File: config.mk
export PLATFORM = sky130hd
export DESIGN_NAME = usb_dev_state_ctrl
export DESIGN_NICKNAME = d
export VERILOG_FILES = /design/src/rtl/usb_dev_state_pkg.sv /design/src/rtl/dev_idle_timer.sv /design/src/rtl/pwr_src_mon.sv /design/src/rtl/dev_state_fsm.sv /design/src/rtl/usb_dev_state_ctrl.sv
export SDC_FILE = /design/constraint.sdc
export NUM_CORES = 1
export LEC_CHECK = 0
export ABC_AREA = 1
export BUFFER_PORTS_ARGS = -buffer_cell sky130_fd_sc_hd__buf_2
export CORE_AREA = 2 2 48 50
export CTS_BUF_LIST = sky130_fd_sc_hd__clkbuf_8
export CTS_CLUSTER_SIZE = 8
export DETAILED_ROUTE_END_ITERATION = 7
export DIE_AREA = 0 0 50 52
export PLACE_DENSITY_LB_ADDON = 0.2
export SETUP_SLACK_MARGIN = 0.4
export SLEW_MARGIN = 20
export SYNTH_ARGS = -nofsm -noshare
export SYNTH_HDL_FRONTEND = slang
export SYNTH_SLANG_ARGS = --single-unit
File: constraint.sdc
create_clock -name clk_i -period 4.6 [get_ports clk_i]
set_clock_uncertainty 0.15 [all_clocks]
set_input_delay 0.46 -clock clk_i [delete_from_list [all_inputs] [get_ports clk_i]]
set_output_delay 0.46 -clock clk_i [all_outputs]
set_load 0.01 [all_outputs]
File: src/rtl/usb_dev_state_pkg.sv
package usb_dev_state_pkg;
  typedef enum logic [2:0] {
    DS_ATTACHED   = 3'd0,
    DS_POWERED    = 3'd1,
    DS_DEFAULT    = 3'd2,
    DS_ADDRESS    = 3'd3,
    DS_CONFIGURED = 3'd4
  } dev_state_e;
endpackage

File: src/rtl/dev_idle_timer.sv
module dev_idle_timer #(
  parameter int IDLE_MS = 3
) (
  input  logic clk_i,
  input  logic rst_ni,
  input  logic en_i,
  input  logic clr_i,
  input  logic tick_i,
  output logic expire_o
);
  localparam int CNT_W = $clog2(IDLE_MS + 1);
  localparam logic [CNT_W-1:0] LIMIT = CNT_W'(IDLE_MS);

  logic [CNT_W-1:0] cnt_q;

  // pulses on the tick that completes the window, once per idle period
  assign expire_o = en_i && !clr_i && tick_i && (cnt_q == LIMIT - 1'b1);

  always_ff @(posedge clk_i or negedge rst_ni) begin
    if (!rst_ni) begin
      cnt_q <= '0;
    end else if (!en_i || clr_i) begin
      cnt_q <= '0;
    end else if (tick_i && cnt_q < LIMIT) begin
      cnt_q <= cnt_q + 1'b1;
    end
  end
endmodule

File: src/rtl/pwr_src_mon.sv
module pwr_src_mon (
  input  logic clk_i,
  input  logic rst_ni,
  input  logic pwr_self_i,
  output logic chg_o,
  output logic was_self_o
);
  logic self_q;

  always_ff @(posedge clk_i or negedge rst_ni) begin
    if (!rst_ni) self_q <= 1'b0;
    else         self_q <= pwr_self_i;
  end

  assign chg_o      = pwr_self_i != self_q;
  assign was_self_o = self_q;
endmodule

File: src/rtl/dev_state_fsm.sv
module dev_state_fsm
  import usb_dev_state_pkg::*;
#(
  parameter int ADDR_W = 7
) (
  input  logic              clk_i,
  input  logic              rst_ni,
  input  logic              vbus_i,
  input  logic              bus_rst_i,
  input  logic              bus_act_i,
  input  logic              expire_i,
  input  logic              addr_set_i,
  input  logic [ADDR_W-1:0] addr_i,
  input  logic              cfg_set_i,
  input  logic              cfg_clr_i,
  input  logic              pwr_chg_i,
  input  logic              pwr_was_self_i,
  input  logic              cfg_dual_pwr_i,
  input  logic              cfg_high_cur_i,
  output dev_state_e        state_o,
  output logic [ADDR_W-1:0] addr_o,
  output logic              susp_o
);
  dev_state_e        state_q, state_d;
  logic [ADDR_W-1:0] addr_q, addr_d;
  logic              susp_q, susp_d;
  logic              pwr_hit;

  assign pwr_hit = pwr_chg_i && (state_q == DS_CONFIGURED);

  always_comb begin
    state_d = state_q;
    addr_d  = addr_q;
    susp_d  = susp_q;
    if (!vbus_i) begin
      state_d = DS_ATTACHED;
      addr_d  = '0;
      susp_d  = 1'b0;
    end else if (state_q == DS_ATTACHED) begin
      state_d = DS_POWERED;
      susp_d  = 1'b0;
    end else if (bus_rst_i) begin
      state_d = DS_DEFAULT;
      addr_d  = '0;
      susp_d  = 1'b0;
    end else if (pwr_hit && !cfg_dual_pwr_i) begin
      state_d = DS_POWERED;
      addr_d  = '0;
      susp_d  = 1'b0;
    end else begin
      if (susp_q && bus_act_i) susp_d = 1'b0;
      else if (expire_i)       susp_d = 1'b1;
      if (pwr_hit) begin
        // self to bus power with a high-current configuration
        if (pwr_was_self_i && cfg_high_cur_i) state_d = DS_ADDRESS;
      end else if (!susp_q && !expire_i) begin
        unique case (state_q)
          DS_DEFAULT: begin
            if (addr_set_i && addr_i != '0) begin
              state_d = DS_ADDRESS;
              addr_d  = addr_i;
            end
          end
          DS_ADDRESS:    if (cfg_set_i) state_d = DS_CONFIGURED;
          DS_CONFIGURED: if (cfg_clr_i) state_d = DS_ADDRESS;
          default: ;
        endcase
      end
    end
  end

  always_ff @(posedge clk_i or negedge rst_ni) begin
    if (!rst_ni) begin
      state_q <= DS_ATTACHED;
      addr_q  <= '0;
      susp_q  <= 1'b0;
    end else begin
      state_q <= state_d;
      addr_q  <= addr_d;
      susp_q  <= susp_d;
    end
  end

  assign state_o = state_q;
  assign addr_o  = addr_q;
  assign susp_o  = susp_q;
endmodule

File: src/rtl/usb_dev_state_ctrl.sv
module usb_dev_state_ctrl
  import usb_dev_state_pkg::*;
#(
  parameter int ADDR_W  = 7,
  parameter int IDLE_MS = 3
) (
  input  logic              clk_i,
  input  logic              rst_ni,
  input  logic              vbus_i,
  input  logic              bus_rst_i,
  input  logic              bus_act_i,
  input  logic              ms_tick_i,
  input  logic              addr_set_i,
  input  logic [ADDR_W-1:0] addr_i,
  input  logic              cfg_set_i,
  input  logic              cfg_clr_i,
  input  logic              pwr_self_i,
  input  logic              cfg_dual_pwr_i,
  input  logic              cfg_high_cur_i,
  output logic [2:0]        state_o,
  output logic              resp_en_o,
  output logic [ADDR_W-1:0] dev_addr_o,
  output logic              suspended_o
);
  dev_state_e st;
  logic       susp, expire, pwr_chg, pwr_was_self;

  dev_idle_timer #(.IDLE_MS(IDLE_MS)) u_idle (
    .clk_i    (clk_i),
    .rst_ni   (rst_ni),
    .en_i     (st != DS_ATTACHED),
    .clr_i    (bus_act_i | bus_rst_i),
    .tick_i   (ms_tick_i),
    .expire_o (expire)
  );

  pwr_src_mon u_pwr (
    .clk_i      (clk_i),
    .rst_ni     (rst_ni),
    .pwr_self_i (pwr_self_i),
    .chg_o      (pwr_chg),
    .was_self_o (pwr_was_self)
  );

  dev_state_fsm #(.ADDR_W(ADDR_W)) u_fsm (
    .clk_i          (clk_i),
    .rst_ni         (rst_ni),
    .vbus_i         (vbus_i),
    .bus_rst_i      (bus_rst_i),
    .bus_act_i      (bus_act_i),
    .expire_i       (expire),
    .addr_set_i     (addr_set_i),
    .addr_i         (addr_i),
    .cfg_set_i      (cfg_set_i),
    .cfg_clr_i      (cfg_clr_i),
    .pwr_chg_i      (pwr_chg),
    .pwr_was_self_i (pwr_was_self),
    .cfg_dual_pwr_i (cfg_dual_pwr_i),
    .cfg_high_cur_i (cfg_high_cur_i),
    .state_o        (st),
    .addr_o         (dev_addr_o),
    .susp_o         (susp)
  );

  assign state_o     = st;
  assign suspended_o = susp;
  assign resp_en_o   = !susp && (st == DS_DEFAULT || st == DS_ADDRESS || st == DS_CONFIGURED);
endmodule

==> flow_metrics.tcl, run 1 <==
set metrics [dict create \
    drt_iter0_markers 24 \
    holdCritStartpoint "pwr_self_i" \
    yosysTopAreaCell "dfrtp_1" \
    h-tree-depth 1 \
    maxCapViolations 0 \
    viasPerCell 4.97 \
    drc 0 \
    synth.avg_cell_area_um2 6.92 \
    dpl.cell_count 200 \
    area_growth_pct 24.9 \
    grt_pass1_wl_um 4060 \
    synth_edf_count 0 \
    synth_ff_type "dfrtp_1" \
    grtUsageTotal_pct 21.0 \
    p_per_area_nw_per_um2 381 \
    vias 1018 \
    chipHeight_um 52 \
    yosysMostFrequentCell "nand2_1" \
    cts_buffer_depth 2 \
    async_reset_ff_share_pct 100 \
    fin_setup_tns_ns 0 \
    fin_ws_ns 2.68 \
    cts_hold_buf 1 \
    holdPathEnd "u_pwr.was_self_o" \
    r2r_end "u_fsm.state_o[1]" \
    root_buffer "clkbuf_8" \
    dieArea_um2 2600 \
    drive_gt1_share_pct 26.0 \
    slew_violations 0 \
    synthCells 143 \
    post-cts-setup-buffers 0 \
    stdcell_count 205 \
    wl_per_cell_um 11.5 \
    grt_max_degree 15 \
    placement.io_buffers 30 \
    hold_violations 0 \
    worst_setup_path_end_kind "output port" \
    routed_wl_um 2360 \
    ys_seq_area_share_pct 35.4 \
    slew_headroom_pct 73.3 \
    synth_area_um2 990 \
    holdPathStages 1 \
    ys_warn_count 0 \
    coreArea_um2 2110 \
    cp_max_fo 5 \
    dp_hpwl_um 1850 \
    tightestPinTransition_ns 0.399 \
    cts_buffers 3 \
    period_share_pct 41.8 \
    yosys-top-cells-count "43 x nand2_1, 21 x nand3_1, 17 x inv_1" \
    rr_worst_depth 10 \
    peakVddDrop_uv 162 \
    fmax_mhz 520 \
    rsz0062_at_grt "false" \
    routabilityCongestion 0.886 \
    pin_count 31 \
    timing.rr.start "u_fsm.state_o[1]" \
    p_leak_uw 0.000714 \
    initial_core_util_pct 47.0 \
    final_core_utilization_pct 58.7 \
    crit_required_ns 3.99 \
    min_period_ns 1.92 \
    critPathKind "reg2out" \
    start_kind "register" \
    ys_top_cells_by_area "dfrtp_1 35%, nand2_1 16%, nand3_1 11%, inv_1 6.4%, nand3b_1 5.3%" \
    antenna_left 0 \
    grt_pass1_vias 897 \
    synth_seq_cells 14 \
    clkLatencyLatePin_ns 0.24 \
    status "complete, no violations" \
    yosys.area.top_type_share_pct 35.4 \
    cts_sinks 14 \
    synthesis.nets 164 \
    cp.arrival_ns 1.31 \
    netlist-cell-type-count 24 \
    gr-total-overflow 0 \
    die_w_um 50 \
    cts_tree "built" \
    path_clk_slew_ns 0.06 \
    hold_class "in2reg" \
    finish.net_count 199 \
    setup_viol 0 \
    antenna_found_initial 0 \
    rows 17 \
    dr.pass1.iters 4 \
    diodes 0 \
    place_ws_ns 2.74 \
    ctsResizeCount 0 \
    r2r_slack_ns 2.81 \
    fillCellCount 208 \
]
-- layout make-up --
class | count | area (µm²) | share of cell area [%]
flip-flops and latches | 14 | 350 | 28.3
multi-input cells | 107 | 557 | 45.0
well taps | 28 | 35.0 | 2.83
repair buffers | 31 | 160 | 13.0
inverters | 21 | 78.8 | 6.38
clock buffers | 4 | 55.1 | 4.45
-- routing by layer --
metal	track usage, %	up-vias	wire length, µm
met3	1.72	4	80
li1	-	528	-
met1	28.9	457	1180
met2	32.9	29	1060
met5	0	-	0
met4	11.1	0	40
-- power breakdown --
group          switching (µW)  internal (µW)
sequential               19.6            143
combinational             122           68.3
clock                    41.9           75.7
total                     184            288
-- metrics by stage --
stage | total power, µW | instance area (µm²) | hold WS [ns]
detailed placement | 353 | 1170 | 0.223
CTS | 473 | 1240 | 0.194
global placement | 349 | 1170 | 0.214
finish | 471 | 1240 | 0.200
global route | 508 | 1240 | 0.199
floorplan | 292 | 990 | 0.0144
-- sequential cells by signal (all words and copies together), names as in the netlist --
signal	flops
u_fsm.state_o	3
u_idle.cnt_q	2
u_fsm.addr_o	7
u_fsm.susp_o	1
u_pwr.was_self_o	1
-- cells in the final DEF (no fill, tap or decap), types with 2 or more instances in the layout --
cell,count
nor2_2,2
nand2_2,4
nand2_1,43
o21ai_0,4
buf_2,30
inv_1,17
nor2_1,9
dfrtp_1,14
inv_2,3
a21oi_1,4
nand3b_1,7
clkbuf_8,4
ha_1,2
nand3_1,21
nand4_1,2
-- worst max-delay path by stage --
stage                                 from  depth (start not counted)               to  slack [ns]
final                     u_fsm.state_o[1]                          4        resp_en_o        2.68
after global routing      u_fsm.state_o[1]                          4        resp_en_o        2.59
after CTS                 u_fsm.state_o[1]                          4        resp_en_o        2.68
after detailed placement         bus_rst_i                          9  u_fsm.addr_o[5]        2.74
after global placement           bus_rst_i                          9  u_fsm.addr_o[5]        2.79
after floorplan           u_fsm.state_o[2]                          9  u_fsm.addr_o[0]        2.98
-- cell families (layout without fill, tap and decap cells) --
group,count (synthesis),count (layout),synth area share [%]
AND/OR/NAND/NOR,92,92,44.8
AO/OA/AOI/OAI,12,12,8.09
adder cells (fa/ha/maj),2,2,2.53
flip-flops,14,14,35.4
buffers and inverters,22,56,8.34
XOR/XNOR,1,1,0.885
-- worst max-delay path, cell delays in order, from the launching register on --
cell,delay [ns]
dfrtp_1,0.44
nor2_2,0.21
nand2_2,0.13
a21oi_1,0.15
buf_2,0.14
Note: power is estimated with default switching activity, not from simulation.
==> run 2: changes to the inputs <==
- CORE_AREA: 2 2 48 50 -> 2 2 49 51
- DIE_AREA: 0 0 50 52 -> 0 0 51 53
- clock period: 4.6 -> 1.75 ns (I/O delays scaled with it)
==> run 2 against run 1 <==
Combinational power rose to 3.6 times the previous value. Worst hold slack got worse by 0.11 ns. Die area is 4.0% higher. Wire length is 19% higher. Highest routed layer unchanged. Flip-flop and latch count unchanged. Critical path depth rose by 1. First-iteration DRC count rose by 38%. Core utilization up 11 points. Non-clock buffer count rose by 16. Via count rose by 11%. Total power rose to 3.1 times the previous value. Largest power group unchanged.
==> flow_metrics.tcl, run 2 (synthesis gave the netlist of run 1 again) <==
set metrics [dict create \
    switchingPower_uw 574 \
    rsz0062_at_grt "true" \
    gr-total-overflow 0 \
    p_leak_uw 0.000823 \
    die_w_um 51 \
    placement.io_buffers 30 \
    drive_gt1_share_pct 45.6 \
    cts_tree "built" \
    max_stage_delay_ns 0.44 \
    grt_max_degree 15 \
    rows 17 \
    pin_count 31 \
    cp_max_fo 4 \
    seq_area_um2 353 \
    rr_worst_depth 10 \
    whs_ns 0.0868 \
    p_clk_share_pct 21.8 \
    final_cell_mix "30 x nand2_1, 30 x buf_2, 16 x nand3_1" \
    vias 1125 \
    finish.net_count 215 \
    clkLatencyLatePin_ns 0.24 \
    r2r_end "u_fsm.addr_o[6]" \
    final_core_utilization_pct 69.3 \
    antenna_left 0 \
    p_seq_share_pct 30.7 \
    worst_setup_path_end_kind "output port" \
    slew_violations 0 \
    p_per_area_nw_per_um2 969 \
    holdCritStartpoint "bus_rst_i" \
    timing.rr.start "u_idle.cnt_q[0]" \
    critPathKind "reg2out" \
    drt_iter0_markers 33 \
    cp.arrival_ns 1.33 \
    p_int_uw 868 \
    root_buffer "clkbuf_8" \
    grt_pass1_wl_um 4230 \
    routed_wl_um 2810 \
    fillCellCount 168 \
    cts_buffer_depth 2 \
    r2r_slack_ns 0.1 \
    tightestPinTransition_ns 0.423 \
    period_share_pct 94.4 \
    holdPathEnd "u_idle.cnt_q[0]" \
    wl_per_cell_um 12.7 \
    fin_ws_ns 0.0977 \
    coreArea_um2 2150 \
    maxCapViolations 0 \
    holdPathStages 4 \
    cts_sinks 14 \
    setup_viol 0 \
    grtUsageTotal_pct 20.9 \
    multi_input_area_um2 667 \
    hold_class "in2reg" \
    fin_setup_tns_ns 0 \
    status "complete, no violations" \
    largest_reg_flops 7 \
    initial_core_util_pct 46.1 \
    viasPerCell 5.09 \
    hold_violations 0 \
    slew_headroom_pct 71.7 \
    path_cells "nor2_4, nand2_4, buf_6, a21oi_2, buf_2" \
    dr.pass1.iters 4 \
    cts_buffers 3 \
    path_clk_slew_ns 0.06 \
    area_growth_pct 50.4 \
    grt_pass1_vias 1067 \
    crit_required_ns 1.42 \
    start_kind "register" \
    h-tree-depth 1 \
    crit_slowest_cell "dfrtp_2" \
    diodes 0 \
    dp_hpwl_um 1930 \
    p_comb_share_pct 47.5 \
    fmax_mhz 605 \
    chipHeight_um 53 \
    drc 0 \
    place_ws_ns 0.0306 \
    dieArea_um2 2700 \
    p_sw_share_pct 39.8 \
    peakVddDrop_uv 757 \
    antenna_found_initial 0 \
    min_period_ns 1.65 \
    routabilityCongestion 0.840 \
]
## run 2: timing repair
action,CTS,global route
endpoints found under the setup margin,12,14
gates resized for setup,10,24
endpoints found under the hold margin,16,0
setup buffers,6,4
pin swaps,7,13
hold buffers,3,0
## run 2: how the worst max path moves through the flow
stage               depth (start not counted)        startpoint              end
floorplan                                   9  u_fsm.state_o[2]  u_fsm.addr_o[0]
global placement                            9  u_fsm.state_o[2]  u_fsm.addr_o[6]
detailed placement                          9  u_fsm.state_o[2]  u_fsm.addr_o[0]
CTS                                         5  u_fsm.state_o[1]        resp_en_o
global route                               10   u_idle.cnt_q[0]  u_fsm.addr_o[5]
finish                                      5  u_fsm.state_o[0]        resp_en_o
## run 2: power groups by stage
stage                     registers, µW  logic (µW)  clock network [µW]
after global placement              432         527                   0
after CTS                           439         606                 315
final                               442         685                 315
after detailed placement            435         533                   0
after global routing                449         741                 328
after floorplan                     452         330                   0
## run 2: through the flow
stage          instances  cell area [µm²]  power, µW
2_1_floorplan        143             1000        782
3_3_place_gp         204             1210        959
3_5_place_dp         204             1210        968
4_1_cts              217             1370       1360
5_1_grt              221             1490       1520
6_report             221             1490       1440
## run 2: critical path, delay by kind of cell (launching register included)
family | cells | cell delay, ns
AND/OR/NAND/NOR | 2 | 0.25
buffers and inverters | 2 | 0.27
AO/OA/AOI/OAI | 1 | 0.12
flip-flops | 1 | 0.44
## run 2: layer usage
layer	vias up	track usage (%)	share of wire (%)
li1	561	-	-
met1	508	21.9	41
met2	47	40.9	52
met3	9	1.98	4.8
met4	0	10.8	2.6
met5	-	0	0
## run 2: final cells by class
| class | instances | share of cell area (%) |
|---|---|---|
| multi-input combinational | 107 | 44.8 |
| sequential | 14 | 23.7 |
| timing repair buffer | 47 | 19.9 |
| inverter | 21 | 5.55 |
| clock buffer | 4 | 3.70 |
| tap | 28 | 2.35 |
